$ cat src/rtl/sbas_pkg.sv
package sbas_pkg;

  localparam int unsigned SBAS_NBLK     = 8;
  localparam int unsigned SBAS_ROW_LG   = 5;
  localparam int unsigned SBAS_GRP_W    = 4;

  // Byte offset of block idx for a stride counted in rows of 2**row_lg bytes.
  function automatic logic [31:0] blk_offset(input int unsigned idx,
                                             input logic [31:0] stride,
                                             input int unsigned row_lg);
    logic [31:0] rows;
    rows = 32'(idx) * stride;
    return rows << row_lg;
  endfunction

  // Bank-group index: the field just above the row offset.
  function automatic logic [31:0] grp_of(input logic [31:0] addr,
                                         input int unsigned lo,
                                         input int unsigned w);
    logic [31:0] mask;
    mask = (32'd1 << w) - 32'd1;
    return (addr >> lo) & mask;
  endfunction

endpackage

$ cat src/rtl/sbas_addr_gen.sv
module sbas_addr_gen #(
  parameter int unsigned NBLK     = 8,
  parameter int unsigned ADDR_W   = 18,
  parameter int unsigned STRIDE_W = 8,
  parameter int unsigned ROW_LG   = 5
) (
  input  logic [ADDR_W-1:0]      base_i,
  input  logic [STRIDE_W-1:0]    stride_i,
  output logic [NBLK*ADDR_W-1:0] addr_o
);
  import sbas_pkg::*;

  localparam int unsigned PAD_W = 32 - STRIDE_W;

  logic [31:0] stride_ext;
  assign stride_ext = {{PAD_W{1'b0}}, stride_i};

  for (genvar i = 0; i < NBLK; i++) begin : g_lane
    logic [ADDR_W-1:0] off_w;
    assign off_w = ADDR_W'(blk_offset(i, stride_ext, ROW_LG));
    assign addr_o[i*ADDR_W +: ADDR_W] = base_i + off_w;
  end

endmodule

$ cat src/rtl/sbas_grp_arb.sv
module sbas_grp_arb #(
  parameter int unsigned NBLK   = 8,
  parameter int unsigned ADDR_W = 18,
  parameter int unsigned ROW_LG = 5,
  parameter int unsigned GRP_W  = 4
) (
  input  logic [NBLK-1:0]        pending_i,
  input  logic [NBLK*ADDR_W-1:0] addr_i,
  output logic [NBLK-1:0]        grant_o
);
  import sbas_pkg::*;

  logic [GRP_W-1:0] grp_w [NBLK];

  for (genvar i = 0; i < NBLK; i++) begin : g_grp
    assign grp_w[i] = GRP_W'(grp_of(32'(addr_i[i*ADDR_W +: ADDR_W]), ROW_LG, GRP_W));
  end

  // A pending block loses only to a lower-index pending block of its group.
  logic [NBLK-1:0] blocked_w;
  always_comb begin
    blocked_w = '0;
    for (int i = 0; i < NBLK; i++) begin
      for (int j = 0; j < NBLK; j++) begin
        if (j < i && pending_i[j] && grp_w[j] == grp_w[i]) begin
          blocked_w[i] = 1'b1;
        end
      end
    end
  end

  assign grant_o = pending_i & ~blocked_w;

endmodule

$ cat src/rtl/sbas_sched.sv
module sbas_sched #(
  parameter int unsigned NBLK     = sbas_pkg::SBAS_NBLK,
  parameter int unsigned ADDR_W   = 18,
  parameter int unsigned STRIDE_W = 8,
  parameter int unsigned ROW_LG   = sbas_pkg::SBAS_ROW_LG,
  parameter int unsigned GRP_W    = sbas_pkg::SBAS_GRP_W,
  parameter int unsigned CNT_W    = $clog2(NBLK + 1)
) (
  input  logic                   clk,
  input  logic                   rst_n,
  input  logic                   start_i,
  input  logic [ADDR_W-1:0]      base_i,
  input  logic [STRIDE_W-1:0]    stride_i,
  output logic                   busy_o,
  output logic [NBLK-1:0]        issue_o,
  output logic [NBLK*ADDR_W-1:0] blk_addr_o,
  output logic                   done_o,
  output logic [CNT_W-1:0]       cycles_o
);

  logic [ADDR_W-1:0]   base_q;
  logic [STRIDE_W-1:0] stride_q;
  logic [NBLK-1:0]     pending_q;
  logic [CNT_W-1:0]    cnt_q;
  logic                busy_q;
  logic                done_q;
  logic [CNT_W-1:0]    cycles_q;

  // Named internal events.
  logic                accept_w;
  logic [NBLK-1:0]     grant_w;
  logic [NBLK-1:0]     remain_w;
  logic                last_w;
  logic [NBLK*ADDR_W-1:0] addr_w;

  sbas_addr_gen #(
    .NBLK(NBLK), .ADDR_W(ADDR_W), .STRIDE_W(STRIDE_W), .ROW_LG(ROW_LG)
  ) u_addr (
    .base_i  (base_q),
    .stride_i(stride_q),
    .addr_o  (addr_w)
  );

  sbas_grp_arb #(
    .NBLK(NBLK), .ADDR_W(ADDR_W), .ROW_LG(ROW_LG), .GRP_W(GRP_W)
  ) u_arb (
    .pending_i(pending_q),
    .addr_i   (addr_w),
    .grant_o  (grant_w)
  );

  assign accept_w = start_i & ~busy_q;
  assign remain_w = pending_q & ~grant_w;
  assign last_w   = busy_q & (remain_w == '0);

  always_ff @(posedge clk or negedge rst_n) begin
    if (!rst_n) begin
      base_q    <= '0;
      stride_q  <= '0;
      pending_q <= '0;
      cnt_q     <= '0;
      busy_q    <= 1'b0;
      done_q    <= 1'b0;
      cycles_q  <= '0;
    end else begin
      done_q <= last_w;
      if (accept_w) begin
        base_q    <= base_i;
        stride_q  <= stride_i;
        pending_q <= '1;
        cnt_q     <= '0;
        busy_q    <= 1'b1;
      end else if (busy_q) begin
        pending_q <= remain_w;
        cnt_q     <= cnt_q + 1'b1;
        if (last_w) begin
          busy_q   <= 1'b0;
          cycles_q <= cnt_q + 1'b1;
        end
      end
    end
  end

  assign busy_o     = busy_q;
  assign issue_o    = grant_w;
  assign blk_addr_o = addr_w;
  assign done_o     = done_q;
  assign cycles_o   = cycles_q;

endmodule

$ cat config.mk
export PLATFORM = sky130hd
export DESIGN_NAME = sbas_sched
export DESIGN_NICKNAME = d
export VERILOG_FILES = /design/src/rtl/sbas_pkg.sv /design/src/rtl/sbas_addr_gen.sv /design/src/rtl/sbas_grp_arb.sv /design/src/rtl/sbas_sched.sv
export SDC_FILE = /design/constraint.sdc
export NUM_CORES = 1
export LEC_CHECK = 0
export CORE_UTILIZATION = 50
export DETAILED_ROUTE_END_ITERATION = 10
export GPL_ROUTABILITY_DRIVEN = 0
export PLACE_DENSITY = 0.83
export REMOVE_ABC_BUFFERS = 1
export SLEW_MARGIN = 20
export SYNTH_ARGS = -nofsm -noshare
export SYNTH_HDL_FRONTEND = slang
export SYNTH_SLANG_ARGS = --single-unit
$ cat constraint.sdc
create_clock -name clk -period 5.6 [get_ports clk]
set_clock_uncertainty 0.2 [all_clocks]
set_input_delay 0.56 -clock clk [delete_from_list [all_inputs] [get_ports clk]]
set_output_delay 0.56 -clock clk [all_outputs]
set_load 0.05 [all_outputs]
==> flow_metrics.env, run 1 <==
export IMPL_clock_sinks=44
export IMPL_rsz0062_at_grt="no"
export IMPL_maxSlewHeadroom_pct=50.9
export IMPL_top_level_ports=187
export IMPL_r2r_start="stride_q[0]$_DFFE_PN0P_"
export IMPL_drt_total_wl_um=18100
export IMPL_clk_pin_slew_worst_paths_ns=0.06
export IMPL_avgSynthCellArea_um2=8.21
export IMPL_wl_per_cell_um=15.9
export IMPL_nFillCells=1102
export IMPL_required_ns=4.84
export IMPL_final_common_cell="clkdlybuf4s50_1"
export IMPL_grt_usage_pct=25.6
export IMPL_crit_path_cell_trace="ha_1, fa_1, ha_1, a21oi_1, xnor2_1, clkinv_1, a2111oi_1, mux2i_1, a41oi_2, and2_2, clkdlybuf4s50_1"
export IMPL_r2r_cells=13
export IMPL_netlist_area_mm2=0.00676
export IMPL_die_w_um=118
export IMPL_wl_met1_um=8090
export IMPL_critPathMostFrequentCell="ha_1"
export IMPL_synth_cells=823
export IMPL_most_common_layout_cells="clkdlybuf4s50_1 (181), xnor2_1 (93), ha_1 (89), inv_1 (73), nor2_1 (63)"
export IMPL_cp_max_fo=7
export IMPL_cts_tree="done"
export IMPL_hold_viol=0
export IMPL_die_area_mm2=0.0140
export IMPL_grt_pass1_vias=6196
export IMPL_reg2reg_slack_ns=1.14
export IMPL_syn_to_final_growth_pct=28.2
export IMPL_crit_slowest_cell="clkdlybuf4s50_1"
export IMPL_vias=6430
export IMPL_cp_start_kind="register"
export IMPL_die_h_um=118
export IMPL_fin_ws_ns=0.244
export IMPL_num_rows=42
export IMPL_core_area_mm2=0.0132
export IMPL_h_tree_depth=2
export IMPL_topRoutingLayerUsed="met4"
export IMPL_dr_pass1_iters=5
export IMPL_antenna_found_initial=0
export IMPL_clock_root_buffer="clkbuf_16"
export IMPL_fin_area_mm2=0.00866
export IMPL_nets=1092
export IMPL_path_class="reg -> out"
export IMPL_start_util_pct=51.2
export IMPL_min_period_ns=5.36
export IMPL_max_clock_freq_ghz=0.187
export IMPL_grt_max_degree=45
export IMPL_maxCapViolations=0
export IMPL_min_path_type="in -> async"
export IMPL_cp_arrival_ns=4.60
export IMPL_ys_warn_count=0
export IMPL_critPathMaxStageDelay_ns=0.79
export IMPL_min_period_over_period_pct=95.6
export IMPL_finalSetupViolCount=0
export IMPL_post_place_ws_ns=0.508
export IMPL_portBuffers=186
export IMPL_ys_seq_area_share_pct=16.3
export IMPL_finalMaxSlewViolations=0
export IMPL_drive_above_1_share_pct=5.73
export IMPL_place_area_mm2=0.00848
export IMPL_overflow=0
export IMPL_synth_edf_count=0
export IMPL_drc_errors=0
export IMPL_endpoint_kind="output port"
export IMPL_dp_hpwl_um=14300
export IMPL_avgViaCountPerCell=5.66
export IMPL_tightest_slew_ns=0.733
export IMPL_status="finished, final reports clean"
export IMPL_grt_first_pass_wirelength_um=29400
export IMPL_num_antenna_cells=0
export IMPL_clk_insertion_delay_late_ns=0.29
export IMPL_wl_met2_um=8230
export IMPL_clk_path_buf_depth=2
export IMPL_ys_flop_type="dfrtp_1"
export IMPL_async_flop_share_pct=100
export IMPL_postRouteAntennaNets=0
export IMPL_r2r_end="cycles_o[3]$_DFFE_PN0P_"
export IMPL_route_met3_wl_um=1220
export IMPL_synth_seq_cells=44
export IMPL_yosysUniqueCellTypes=65
export IMPL_cts_buffers=5
export IMPL_drt_initial_drc_count=405
-- kinds of logic after synthesis --
group	share of synthesized area, %
xor+xnor	16.0
flops	16.3
buf+inv	10.7
mux	3.63
compound gates	18.1
fa+ha+maj	20.9
simple gates	14.3
-- metal layers --
metal | vias to the layer above | global-route usage [%]
li1 | 3081 | -
met1 | 3028 | 34.7
met2 | 268 | 42.0
met3 | 53 | 2.85
met4 | 0 | 9.38
met5 | - | 0
-- final cells by class --
cell class              count  area, um^2  area share, %
clock buffers               6         139           1.60
clock inverters             2        38.8          0.448
inverters                  75         282           3.25
multi-input cells         635        4930           57.0
flip-flops and latches     44        1100           12.7
well taps                 176         220           2.54
repair buffers            198        1940           22.5
-- how the worst max path moves through the flow --
stage          slack [ns]                     from               to
5_1_grt              0.01  stride_q[0]$_DFFE_PN0P_       issue_o[5]
4_1_cts              0.14  stride_q[2]$_DFFE_PN0P_  blk_addr_o[140]
2_1_floorplan       -0.15    base_q[5]$_DFFE_PN0P_       issue_o[3]
6_report             0.24  stride_q[0]$_DFFE_PN0P_       issue_o[5]
3_3_place_gp         0.65  stride_q[2]$_DFFE_PN0P_  blk_addr_o[140]
3_5_place_dp         0.51  stride_q[2]$_DFFE_PN0P_  blk_addr_o[140]
-- per-stage QoR --
stage | utilization [%] | cells | TNS, ns | hold WS, ns
3_5_place_dp | 64.3 | 1128 | 0 | 0.298
6_report | 65.7 | 1136 | 0 | 0.0495
4_1_cts | 65.6 | 1136 | 0 | 0.271
2_1_floorplan | - | 754 | -0.180 | 0.0644
3_3_place_gp | 64.3 | 1128 | 0 | 0.293
5_1_grt | 65.7 | 1136 | 0 | 0.104
-- timing repair --
item | 4_1_cts | 5_1_grt
gates resized for setup | 0 | 2
endpoints found under the setup margin | 0 | 3
setup buffers | 0 | 0
hold buffers | 0 | 0
-- cells in the mapped netlist, types with 17 or more instances --
cell type  number  share of area (%)
xnor2_1        93                 12
ha_1           89                 16
inv_1          73                4.1
nor2_1         63                3.5
a21oi_1        52                3.9
o21ai_0        52                3.9
nand2_1        49                2.7
buf_4          46                5.1
dfrtp_1        44                 16
xor2_1         21                2.7
clkbuf_1       18                1.0
nand3_1        18                1.3
nor2b_1        17                1.6
o21bai_1       17                1.9
-- registers in the layout (all words and copies together), names as in the netlist --
register / flops
stride_q: 8
cycles_o: 4
cnt_q: 4
pending_q: 8
base_q: 18
done_o: 1
busy_o: 1
-- critical path, delay by kind of cell (launching register included) --
family                   cells  cell delay (ns)
adder cells (fa/ha/maj)      3             1.23
buffers and inverters        2             0.96
AO/OA/AOI/OAI                3             0.85
flip-flops                   1             0.51
XOR/XNOR                     1             0.44
AND/OR/NAND/NOR              1             0.16
multiplexers                 1             0.15
Power of run 1 is left out: the tool's default activity adds up to more than one toggle a clock period on the data nets, which glitch-free logic cannot reach.
==> run 2, diff against run 1 <==
--- a/config.mk
+++ b/config.mk
@@ -5,10 +5,10 @@
 export SDC_FILE = /design/constraint.sdc
 export NUM_CORES = 1
 export LEC_CHECK = 0
-export CORE_UTILIZATION = 50
+export CORE_UTILIZATION = 54
+export CTS_CLUSTER_SIZE = 14
 export DETAILED_ROUTE_END_ITERATION = 10
-export GPL_ROUTABILITY_DRIVEN = 0
-export PLACE_DENSITY = 0.83
+export PLACE_DENSITY = 0.88
 export REMOVE_ABC_BUFFERS = 1
 export SLEW_MARGIN = 20
 export SYNTH_ARGS = -nofsm -noshare
==> constraint.sdc (replaced) <==
create_clock -name clk -period 6.65 [get_ports clk]
set_clock_uncertainty 0.2 [all_clocks]
set_input_delay 0.665 -clock clk [delete_from_list [all_inputs] [get_ports clk]]
set_output_delay 0.665 -clock clk [all_outputs]
set_load 0.05 [all_outputs]
==> run 2 against run 1 <==
  * Worst setup slack better by 0.22 ns
  * Core utilization increased by 5.4 points
  * Die area shrank 7.3%
  * Non-clock buffer count decreased by 6
  * Register-to-register slack improved by 0.63 ns
  * Wire length fell by 1.1%
  * Worst hold slack better by 0.12 ns
  * First-iteration DRC count increased by 8.6%
  * Critical path depth rose by 6
  * Critical path type unchanged
  * Highest routed layer unchanged
==> flow_metrics.env, run 2 (synthesized netlist as in run 1, its figures left out) <==
export IMPL_core_area_mm2=0.0121
export IMPL_path_class="reg -> out"
export IMPL_r2r_end="cycles_o[3]$_DFFE_PN0P_"
export IMPL_num_antenna_cells=0
export IMPL_clk_pin_slew_worst_paths_ns=0.07
export IMPL_die_h_um=114
export IMPL_use_met3_pct=2.98
export IMPL_clock_root_buffer="clkbuf_16"
export IMPL_overflow=0
export IMPL_cp_arrival_ns=5.32
export IMPL_clk_path_buf_depth=2
export IMPL_min_path_type="in -> async"
export IMPL_drc_errors=0
export IMPL_grt_pass1_vias=6250
export IMPL_gr_usage_met1_pct=38.2
export IMPL_die_w_um=114
export IMPL_drive_above_1_share_pct=4.72
export IMPL_required_ns=5.78
export IMPL_max_clock_freq_ghz=0.162
export IMPL_cts_buffers=5
export IMPL_finalMaxSlewViolations=0
export IMPL_clock_sinks=44
export IMPL_reg2reg_slack_ns=1.77
export IMPL_clk_insertion_delay_late_ns=0.29
export IMPL_postCtsHoldBufs=0
export IMPL_finalSetupViolCount=0
export IMPL_top_level_ports=187
export IMPL_drt_initial_drc_count=440
export IMPL_largest_reg_flops=18
export IMPL_cp_start_kind="register"
export IMPL_avgViaCountPerCell=5.72
export IMPL_start_util_pct=55.8
export IMPL_num_rows=40
export IMPL_syn_to_final_growth_pct=27.3
export IMPL_r2r_start="stride_q[1]$_DFFE_PN0P_"
export IMPL_die_area_mm2=0.0130
export IMPL_grt_usage_pct=28.2
export IMPL_tns_ns=0
export IMPL_maxSlewHeadroom_pct=45.9
export IMPL_final_common_cell="clkdlybuf4s50_1"
export IMPL_place_congestion=0.970
export IMPL_most_common_layout_cells="clkdlybuf4s50_1 (185), xnor2_1 (93), ha_1 (89), inv_1 (73), nor2_1 (63)"
export IMPL_grt_first_pass_wirelength_um=29500
export IMPL_maxCapViolations=0
export IMPL_portBuffers=186
export IMPL_busiest_layer="met2"
export IMPL_drt_total_wl_um=17900
export IMPL_vias=6416
export IMPL_min_period_ns=6.19
export IMPL_cts_setup_buffers=0
export IMPL_r2r_cells=12
export IMPL_tightest_slew_ns=0.805
export IMPL_nets=1086
export IMPL_grt_max_degree=45
export IMPL_dr_pass1_iters=6
export IMPL_h_tree_depth=2
export IMPL_cp_max_fo=12
export IMPL_antenna_found_initial=0
export IMPL_reg_top3="base_q: 18 flops, pending_q: 8 flops, stride_q: 8 flops"
export IMPL_dp_hpwl_um=14100
export IMPL_grtUsageMet2_pct=47.5
export IMPL_wl_per_cell_um=15.9
export IMPL_min_period_over_period_pct=93.0
export IMPL_rsz0062_at_grt="no"
export IMPL_cts_resized=0
export IMPL_postRouteAntennaNets=0
export IMPL_endpoint_kind="output port"
export IMPL_regMostFlops="base_q"
export IMPL_status="finished, final reports clean"
export IMPL_cts_tree="done"
export IMPL_hold_viol=0
run 2: cell count changes in the layout (fill, tap and decap cells not counted), sizes merged:
cell / delta
buf: -9
clkinv: +1
clkdlybuf4s50: +4
clkbuf: -1
dlymetal6s2s: -1
run 2: how the worst max path moves through the flow:
stage	start	endpoint
floorplan	base_q[5]$_DFFE_PN0P_	issue_o[3]
global placement	stride_q[1]$_DFFE_PN0P_	blk_addr_o[143]
detailed placement	stride_q[1]$_DFFE_PN0P_	blk_addr_o[142]
CTS	stride_q[1]$_DFFE_PN0P_	blk_addr_o[143]
global route	stride_q[1]$_DFFE_PN0P_	blk_addr_o[143]
finish	stride_q[1]$_DFFE_PN0P_	blk_addr_o[143]
run 2: critical path, stage by stage (launching register included):
cell	delay (ns)
dfrtp_1	0.73
inv_1	0.21
fa_1	0.62
inv_1	0.06
ha_1	0.28
a21o_1	0.18
a21oi_1	0.29
o21ai_0	0.18
a21oi_1	0.28
o21bai_1	0.10
a21oi_1	0.19
xnor2_1	0.14
ha_1	0.28
o21ai_0	0.09
a21oi_1	0.09
or4_1	0.42
nand4_1	0.09
clkdlybuf4s50_1	0.81
run 2: final cells by class:
class                      instances  area, um^2
timing repair buffer             192        1900
fill                             971        3510
inverter                          75         282
sequential                        44        1100
tap                              168         210
clock inverter                     3        47.5
clock buffer                       5         125
multi-input combinational        635        4930
run 2: stage by stage:
step,hold WS (ns),cells,setup slack (ns),util [%],cell area (um^2)
floorplan,0.169,754,0.800,-,6310
global placement,0.290,1114,1.14,69.6,8430
detailed placement,0.301,1114,0.975,69.6,8430
CTS,0.312,1122,0.550,71.0,8600
global route,0.213,1122,0.187,71.0,8600
finish,0.165,1122,0.465,71.0,8600
run 2: per-layer routing:
layer / vias to the layer above / share of wire, %
met5: - / 0
met4: 0 / 2.6
met3: 40 / 6.5
met2: 298 / 47
met1: 3027 / 44
li1: 3051 / -
Power of run 2 is left out for the same reason.
